## config.mk

```make
export PLATFORM = sky130hd
export DESIGN_NAME = cfg_addr_xlate
export DESIGN_NICKNAME = d
export VERILOG_FILES = /design/src/rtl/cfgx_pkg.sv /design/src/rtl/cfgx_ctrl.sv /design/src/rtl/cfgx_path.sv /design/src/rtl/cfgx_irq.sv /design/src/rtl/cfg_addr_xlate.sv
export SDC_FILE = /design/constraint.sdc
export NUM_CORES = 1
export LEC_CHECK = 0
export BUFFER_PORTS_ARGS = -buffer_cell sky130_fd_sc_hd__buf_2
export CORE_ASPECT_RATIO = 1.5
export CORE_UTILIZATION = 45
export DETAILED_ROUTE_END_ITERATION = 6
export PLACE_DENSITY = 0.91
export SLEW_MARGIN = 20
export SYNTH_ARGS = -nofsm -noshare
export SYNTH_HDL_FRONTEND = slang
export SYNTH_SLANG_ARGS = --single-unit
```

## constraint.sdc

```tcl
create_clock -name clk -period 2.35 [get_ports clk]
set_input_delay 0.1175 -clock clk [delete_from_list [all_inputs] [get_ports clk]]
set_output_delay 0.1175 -clock clk [all_outputs]
set_load 0.02 [all_outputs]
```

## src/rtl/cfgx_pkg.sv

```systemverilog
package cfgx_pkg;
  localparam int unsigned DATA_W = 32;
  localparam int unsigned BE_W   = DATA_W / 8;
  localparam int unsigned OFF_W  = 12;

  typedef struct packed {
    logic idxWr;   // load selector from host write data
    logic capIdx;  // load read-return register with selector
    logic capRd;   // load read-return register with downstream data
  } cfgx_strobe_t;

  typedef enum logic [1:0] {
    XL_RAW = 2'd0,
    XL_T1  = 2'd1,
    XL_T0  = 2'd2
  } cfgx_mode_t;
endpackage

```

## src/rtl/cfgx_ctrl.sv

```systemverilog
module cfgx_ctrl
  import cfgx_pkg::*;
(
  input  logic         clk,
  input  logic         rstN,
  input  logic         hostValid,
  input  logic         hostWrite,
  input  logic         hostSel,
  input  logic [1:0]   hostSize,
  input  logic         cfgReady,
  input  logic         cfgRvalid,
  output logic         cfgValid,
  output logic         cfgWrite,
  output logic         hostDone,
  output cfgx_strobe_t strobe
);
  typedef enum logic [1:0] {S_IDLE, S_REQ, S_WAIT, S_DONE} state_t;
  state_t stateQ, stateD;

  always_comb begin
    stateD = stateQ;
    strobe = '0;
    unique case (stateQ)
      S_IDLE: if (hostValid) begin
        if (!hostSel) begin
          strobe.idxWr  = hostWrite && hostSize[1];
          strobe.capIdx = !hostWrite;
          stateD = S_DONE;
        end else begin
          stateD = S_REQ;
        end
      end
      S_REQ: if (cfgReady) stateD = hostWrite ? S_DONE : S_WAIT;
      S_WAIT: if (cfgRvalid) begin
        strobe.capRd = 1'b1;
        stateD = S_DONE;
      end
      S_DONE: stateD = S_IDLE;
      default: stateD = S_IDLE;
    endcase
  end

  always_ff @(posedge clk) begin
    if (!rstN) stateQ <= S_IDLE;
    else       stateQ <= stateD;
  end

  assign cfgValid = (stateQ == S_REQ);
  assign cfgWrite = hostWrite;
  assign hostDone = (stateQ == S_DONE);

  // a stalled request stays posted
  p_req_hold_r9: assert property (@(posedge clk) disable iff (!rstN)
    cfgValid && !cfgReady |=> cfgValid);
  // completion is a single pulse
  p_done_pulse_r9: assert property (@(posedge clk) disable iff (!rstN)
    hostDone |=> !hostDone);
  // a read awaiting data cannot complete in the next cycle
  p_read_waits_r9: assert property (@(posedge clk) disable iff (!rstN)
    (stateQ == S_WAIT) && !cfgRvalid |=> !hostDone);
endmodule

```

## src/rtl/cfgx_path.sv

```systemverilog
module cfgx_path
  import cfgx_pkg::*;
#(
  parameter int unsigned DEV_LSB = 11
) (
  input  logic               clk,
  input  logic               rstN,
  input  cfgx_strobe_t       strobe,
  input  logic [OFF_W-1:0]   hostOffset,
  input  logic [1:0]         hostSize,
  input  logic [DATA_W-1:0]  hostWdata,
  input  logic [DATA_W-1:0]  cfgRdata,
  output logic [DATA_W-1:0]  cfgAddr,
  output logic [BE_W-1:0]    cfgBe,
  output logic [DATA_W-1:0]  cfgWdata,
  output logic [DATA_W-1:0]  hostRdata
);
  localparam int unsigned DEV_W = 5;

  logic [DATA_W-1:0] idxQ, rdQ;
  logic [DEV_W-1:0]  devNum;
  cfgx_mode_t        mode;
  logic [4:0]        laneShift;
  logic [DATA_W-1:0] sizeMask;

  // mode selection: bit 31 first, then bit 0
  always_comb begin
    if (idxQ[DATA_W-1]) mode = XL_RAW;
    else if (idxQ[0])   mode = XL_T1;
    else                mode = XL_T0;
  end

  // lowest set device-select bit; none set gives all ones
  always_comb begin
    devNum = '1;
    for (int b = DATA_W - 1; b >= int'(DEV_LSB); b--) begin
      if (idxQ[b]) devNum = DEV_W'(b);
    end
  end

  always_comb begin
    unique case (mode)
      XL_RAW:  cfgAddr = idxQ | {{(DATA_W-2){1'b0}}, hostOffset[1:0]};
      XL_T1:   cfgAddr = {idxQ[DATA_W-1:3], hostOffset[2:0]};
      default: cfgAddr = {16'h0000, devNum, idxQ[10:8], idxQ[7:3], hostOffset[2:0]};
    endcase
  end

  // byte lanes
  always_comb begin
    unique case (hostSize)
      2'd0: begin
        cfgBe     = BE_W'(4'b0001 << hostOffset[1:0]);
        laneShift = {hostOffset[1:0], 3'b000};
        sizeMask  = 32'h0000_00FF;
      end
      2'd1: begin
        cfgBe     = hostOffset[1] ? 4'b1100 : 4'b0011;
        laneShift = {hostOffset[1], 4'b0000};
        sizeMask  = 32'h0000_FFFF;
      end
      default: begin
        cfgBe     = 4'b1111;
        laneShift = 5'd0;
        sizeMask  = '1;
      end
    endcase
  end

  assign cfgWdata  = hostWdata << laneShift;
  assign hostRdata = rdQ;

  always_ff @(posedge clk) begin
    if (!rstN) begin
      idxQ <= '0;
      rdQ  <= '0;
    end else begin
      if (strobe.idxWr)  idxQ <= hostWdata;
      if (strobe.capIdx) rdQ  <= idxQ;
      else if (strobe.capRd) rdQ <= (cfgRdata >> laneShift) & sizeMask;
    end
  end
endmodule

```

## src/rtl/cfgx_irq.sv

```systemverilog
module cfgx_irq #(
  parameter int unsigned N_SLOTS   = 8,
  parameter int unsigned SLOT_BASE = 11,
  parameter int unsigned N_LINES   = 4
) (
  input  logic                       clk,
  input  logic                       rstN,
  input  logic [N_SLOTS*N_LINES-1:0] slotIrq,
  output logic [N_LINES-1:0]         hostIrq
);
  always_comb begin
    hostIrq = '0;
    for (int s = 0; s < int'(N_SLOTS); s++) begin
      for (int n = 0; n < int'(N_LINES); n++) begin
        hostIrq[(n + s + int'(SLOT_BASE)) % int'(N_LINES)] =
          hostIrq[(n + s + int'(SLOT_BASE)) % int'(N_LINES)] | slotIrq[s*N_LINES + n];
      end
    end
  end

  // quiet inputs leave every host line low
  p_irq_quiet_r11: assert property (@(posedge clk) disable iff (!rstN)
    (slotIrq == '0) |-> (hostIrq == '0));
  // one active pin raises exactly one host line
  p_irq_single_r11: assert property (@(posedge clk) disable iff (!rstN)
    ($countones(slotIrq) == 1) |-> ($countones(hostIrq) == 1));
endmodule

```

## src/rtl/cfg_addr_xlate.sv

```systemverilog
module cfg_addr_xlate
  import cfgx_pkg::*;
#(
  parameter int unsigned DEV_LSB   = 11,
  parameter int unsigned N_SLOTS   = 8,
  parameter int unsigned SLOT_BASE = 11
) (
  input  logic                   clk,
  input  logic                   rstN,
  input  logic                   hostValid,
  input  logic                   hostWrite,
  input  logic                   hostSel,
  input  logic [11:0]            hostOffset,
  input  logic [1:0]             hostSize,
  input  logic [31:0]            hostWdata,
  output logic [31:0]            hostRdata,
  output logic                   hostDone,
  output logic                   cfgValid,
  input  logic                   cfgReady,
  output logic                   cfgWrite,
  output logic [31:0]            cfgAddr,
  output logic [3:0]             cfgBe,
  output logic [31:0]            cfgWdata,
  input  logic                   cfgRvalid,
  input  logic [31:0]            cfgRdata,
  input  logic [N_SLOTS*4-1:0]   slotIrq,
  output logic [3:0]             hostIrq
);
  cfgx_strobe_t strobe;

  cfgx_ctrl u_ctrl (
    .clk(clk), .rstN(rstN), .hostValid(hostValid), .hostWrite(hostWrite),
    .hostSel(hostSel), .hostSize(hostSize), .cfgReady(cfgReady),
    .cfgRvalid(cfgRvalid), .cfgValid(cfgValid), .cfgWrite(cfgWrite),
    .hostDone(hostDone), .strobe(strobe)
  );

  cfgx_path #(.DEV_LSB(DEV_LSB)) u_path (
    .clk(clk), .rstN(rstN), .strobe(strobe), .hostOffset(hostOffset),
    .hostSize(hostSize), .hostWdata(hostWdata), .cfgRdata(cfgRdata),
    .cfgAddr(cfgAddr), .cfgBe(cfgBe), .cfgWdata(cfgWdata), .hostRdata(hostRdata)
  );

  cfgx_irq #(.N_SLOTS(N_SLOTS), .SLOT_BASE(SLOT_BASE), .N_LINES(4)) u_irq (
    .clk(clk), .rstN(rstN), .slotIrq(slotIrq), .hostIrq(hostIrq)
  );

  // posted request contents stay put while stalled
  p_req_stable_r9: assert property (@(posedge clk) disable iff (!rstN)
    cfgValid && !cfgReady |=> $stable(cfgAddr) && $stable(cfgBe) && $stable(cfgWdata));
  // every request enables at least one byte
  p_be_present_r8: assert property (@(posedge clk) disable iff (!rstN)
    cfgValid |-> (cfgBe != 4'b0000));
endmodule

```

# Yosys cells after proc, flatten, opt, wreduce, memory -nomap -nowiden
# Cells that the tools add are included.
# op_classes
eq_ne	8
shifts	3
muxes	40
bitwise_logic	30
n_reduce_logical	7
# ops
cell	count
32-bit one-hot mux with 2 select lines	2
32-bit 2-to-1 mux	2
4-bit 2-to-1 mux	9
32-bit AND	1
32-bit by 2-bit bitwise OR with 32-bit output	1
32-bit by 5-bit left shift with 32-bit output	1
32-bit by 5-bit >> shifter with 32-bit output	1
1-bit bitwise OR	28
5-bit 2-to-1 mux	5
2-bit 2-to-1 mux	11
3-bit 2-to-1 mux	4
5-bit one-hot mux with 2 select lines	1
2-bit one-hot mux with 4 select lines	1
4-bit one-hot mux with 2 select lines	1
2-bit by 1-bit equality test with 1-bit output, second input constant	3
2-bit zero test	3
2-bit equality test, second input constant	2
1-bit 2-to-1 mux	4
2-bit inequality test, second input constant	2
1-bit by 2-bit left shift with 4-bit output, first input constant	1
3-bit AND reduction	1
2-bit by 1-bit inequality test with 1-bit output, second input constant	1
2-bit nonzero test	1
1-bit logical AND	1
1-bit zero test	1
# totals
reg_bits	66
inputBits	117
out_inout_bits	107

# Longest topological paths before layout
# depth
word_depth	21
mapped_depth	8

# Modules after synthesis
# From an unflattened synthesis, not the netlist that was laid out.
# hier_totals
hier_cells	591
hier_area_um2	4504.3
# modules_own_cells
module	n_inst	cells_per_inst	area_per_inst_um2
cfgx_path	1	551	4184.0
cfgx_ctrl	1	28	255.2
cfgx_irq	1	12	65.1

# Worst setup path before layout
# Ideal clock, no wire load.
# synth_path
kind	register to output
start	register u_path.idxQ[31]
end	output port cfgAddr[11]
t_arrival_ps	1751
t_required_ps	2233
path_slack_ps	481
path_stages_with_launch	5
n_path_buf	2
cell_sequence	dfxtp_1 > clkbuf_1 > or2_2 > clkbuf_1 > o41ai_1
# synth_between
elab_chain_cells	3
# synth_rtl
element	line_no	rtl
start, declared	cfgx_path.sv:20	logic [DATA_W-1:0] idxQ, rdQ;
start signal, assigned	cfgx_path.sv:78	if (strobe.idxWr) idxQ <= hostWdata;
2-bit 2-to-1 mux (*)	cfgx_path.sv:28	if (idxQ[DATA_W-1]) mode = XL_RAW;
2-bit by 1-bit equality test with 1-bit output / 2-bit zero test (equally long branches)	cfgx_path.sv:42	unique case (mode)
32-bit one-hot mux with 2 select lines (*)	cfgx_path.sv:42	
end, declared	cfg_addr_xlate.sv:21	output logic [31:0] cfgAddr,
# Mark *: on every way between the ends. The rest lies on a longest branch, timed or not.

# Worst setup path in the final report
# layout_path
start	register u_path.idxQ[12]
end	output port cfgAddr[14]
# layout_between
elab_chain_cells	3
# layout_rtl
element	line_no	rtl
5-bit 2-to-1 mux (2 in series)	cfgx_path.sv:37	if (idxQ[b]) devNum = DEV_W'(b);
32-bit one-hot mux with 2 select lines	cfgx_path.sv:42	
# No other way between the ends.

==> summary.txt <==
Worst setup path
  • CP Data Required Time: around 2.2 ns
  • CP Data Arrival Time: between 2 and 2.5 ns
  • Worst setup EP type: primary output
  • Crit path max fanout: 7
  • Startpoint Class: register
  • WS Path Type: reg -> out
  • Reg2Reg Setup Slack: roughly 0.37 ns

Die
  • Initial Utilization: a little under half
  • Core Region: slightly below 9000 sq um
  • Die Wd: around 80 um
  • Ports: 224
  • Total die area: approximately 9500 sq um
  • Core Rows: 42
  • Chip Height: about 120 um

Power
  • Max VDD drop: around 0.44 mV
  • Design Power: ~4 mW
  • Power density of the placed cells: between 700 and 800 nW/um^2
  • Cell leakage power: 2.79 nW

STA
  • Relative slew slack: between 40% and 50%
  • Minimum clock period: roughly 2.1 ns
  • Count of final setup violators: 0
  • Final Hold Slack: 0.0497 ns
  • Max Transition Viols Final: 0
  • Hold Vio Cnt, Final: 0
  • Fmax: ~0.47 GHz
  • RSZ-0062 raised after global routing: no
  • Clk_skew: between 0.008 and 0.009 ns
  • Worst Max-Slew Pin Slew: roughly 0.77 ns
  • Fin crit share: 91.4%
  • Final worst slack: about 0.20 ns
  • Sum Neg Setup Slack: 0 ns

Run status
  • Failing checks: design-rule violations
  • Status: complete, but fails checks

Route
  • WL per Instance: roughly 18 um
  • Vias/cell: 5.74
  • DRT iter0 DRCs: 362
  • Detail Route Antenna Nets: 0
  • Routed WL: around 15 mm
  • Drt pass-1 iters: 7
  • DR vias: between 4,000 and 5,000
  • Drt drc: 1

Clocking
  • CTS buffer count: 9
  • H-tree depth: 3
  • Post-CTS resize count: 0
  • Clk buf depth: 2
  • Latest clock arrival within the worst-skew pair: 0.34 ns
  • Clk sinks: 66
  • CTS root buffer: clkbuf_16
  • CTS tree: done
  • Hold-fix buffers, CTS: 0
  • Postcts setup bufs: 0
  • Clock transition at path regs: about 0.05 ns

Hold path
  • Hold Path Class: in -> reg

Synthesis
  • Most area-hungry cell type in the Yosys netlist: dfxtp_1
  • Sequential element share of the synthesized area: between 30% and 40%
  • Syn Inst Count: 552
  • Synth cell types: 45
  • Yosys warning count: 0
  • Synthesized area per cell: around 7.4 sq um
  • Post-synthesis async set-or-reset flop share: 0%
  • Post-synth EDFFs: 0
  • Seq cells post-synth: 66
  • Yosys top cell area share: between 30 and 40%
  • Top FF cell, synth: dfxtp_1
  • Syn nets: around 670
  • Mapped cell area: ~4000 sq um
  • Main area contributors after synthesis: dfxtp_1 (32%), nand2_1 (11%), a21oi_1 (7.3%)

Cells and area
  • Area of the multi-input gates: about 2500 sq um
  • Register area: between 1000 and 1500 sq um
  • Diode count: 0
  • # fillers: slightly above 800
  • Nets: 859
  • Layout cell share with drive strength beyond 1: 34.1%
  • Layout overhead on the synthesized area: 33.0%
  • Util after Layout: approximately three fifths

Placed design
  • IO buf count: roughly 210
  • Routability cong.: 0.924
  • Place WS: roughly 0.4 ns
  • Dpl hpwl: 11.4 mm

Global route
  • Largest net degree at the start of global routing: between 40 and 50
  • Global route overflow: 0
  • Initial antenna violation count: 0
  • First-pass GRT wire length: around 23 mm
  • Vias in the first global route: 4,535
  • Overall Global Routing Usage: around a third

Flow run
  • Max cap viols: 0
-- metrics by stage --
stage | cell area, sq um | std cells
after floorplan | 4110 | 552
after global placement | 5180 | 837
after detailed placement | 5180 | 837
after CTS | 5460 | 853
after global routing | 5460 | 853
final | 5460 | 853
-- layout by cell type (no fill, tap or decap), drive strengths merged, types with 2 or more instances in the layout --
cell type	netlist	layout
mux4	8	8
o41ai	2	2
nor2b	3	3
inv	10	10
a21o	3	3
o31ai	2	2
mux2i	25	25
nor2	34	34
and3	19	19
nand2b	3	3
a221o	2	2
nand2	122	122
nor4	11	11
and2	21	21
a21boi	9	9
nand3	32	32
o21ai	20	20
o21bai	2	2
clkbuf	38	13
ha	4	4
a21oi	60	60
dfxtp	66	66
o211a	13	13
o22ai	9	9
buf	16	229
clkinv	0	2
-- critical path, cell delays in order, from the launching register on --
cell and delay, ns:
dfxtp_1 0.39, or4_1 0.61, a2111oi_0 0.39, nor2_1 0.12
buf_2 0.18
-- where the power goes --
| group | internal (mW) | switching, mW |
|---|---|---|
| Sequential | 1.26 | 0.0993 |
| Clock | 0.818 | 0.465 |
| Combinational | 0.556 | 0.872 |
-- cell type report --
type                            instances  area share [%]
Multi-Input combinational cell        422            45.6
Clock inverter                          3           0.733
Sequential cell                        66            24.2
Clock buffer                           13            4.40
Timing Repair Buffer                  229            21.9
Inverter                               10           0.687
Tap cell                              110            2.52
-- Yosys cell counts (all sizes together) (10+ instances only) --
library cell and number:
nand2 122, dfxtp 66, a21oi 60, clkbuf 38
nor2 34, nand3 32, mux2i 25, and2 21
o21ai 20, and3 19, buf 16, o211a 13
nor4 11, inv 10
-- final timing paths --
| kind | to | depth (start not counted) | startpoint |
|---|---|---|---|
| max | cfgAddr[14] | 4 | u_path.idxQ[12] |
| min | u_path.idxQ[12] | 3 | hostWdata[12] |
| max reg2reg | u_path.hostRdata[14] | 6 | u_ctrl.stateQ[0] |
| min reg2reg | u_path.idxQ[5] | 2 | u_path.idxQ[5] |
-- registers in the layout, summed over array words and instances, names as in the netlist --
signal / cells
u_ctrl.stateQ: 2
u_path.hostRdata: 32
u_path.idxQ: 32
-- cells by family after synthesis --
kind of cell / Yosys count / share of synthesized area [%]
flops: 66 / 32.2
mux: 34 / 10.8
simple gates: 255 / 28.9
buf+inv: 64 / 7.35
fa+ha+maj: 4 / 1.22
compound gates: 129 / 19.6
-- layer usage --
metal / vias to the layer above / global-route usage, % / share of wire [%]
met3: 66 / 3.07 / 8.4
met4: 0 / 24.2 / 6.1
met1: 2180 / 35.2 / 36
li1: 2291 / - / -
met2: 363 / 54.5 / 50
met5: - / 0 / 0
Note: power is estimated with default switching activity, not from simulation.
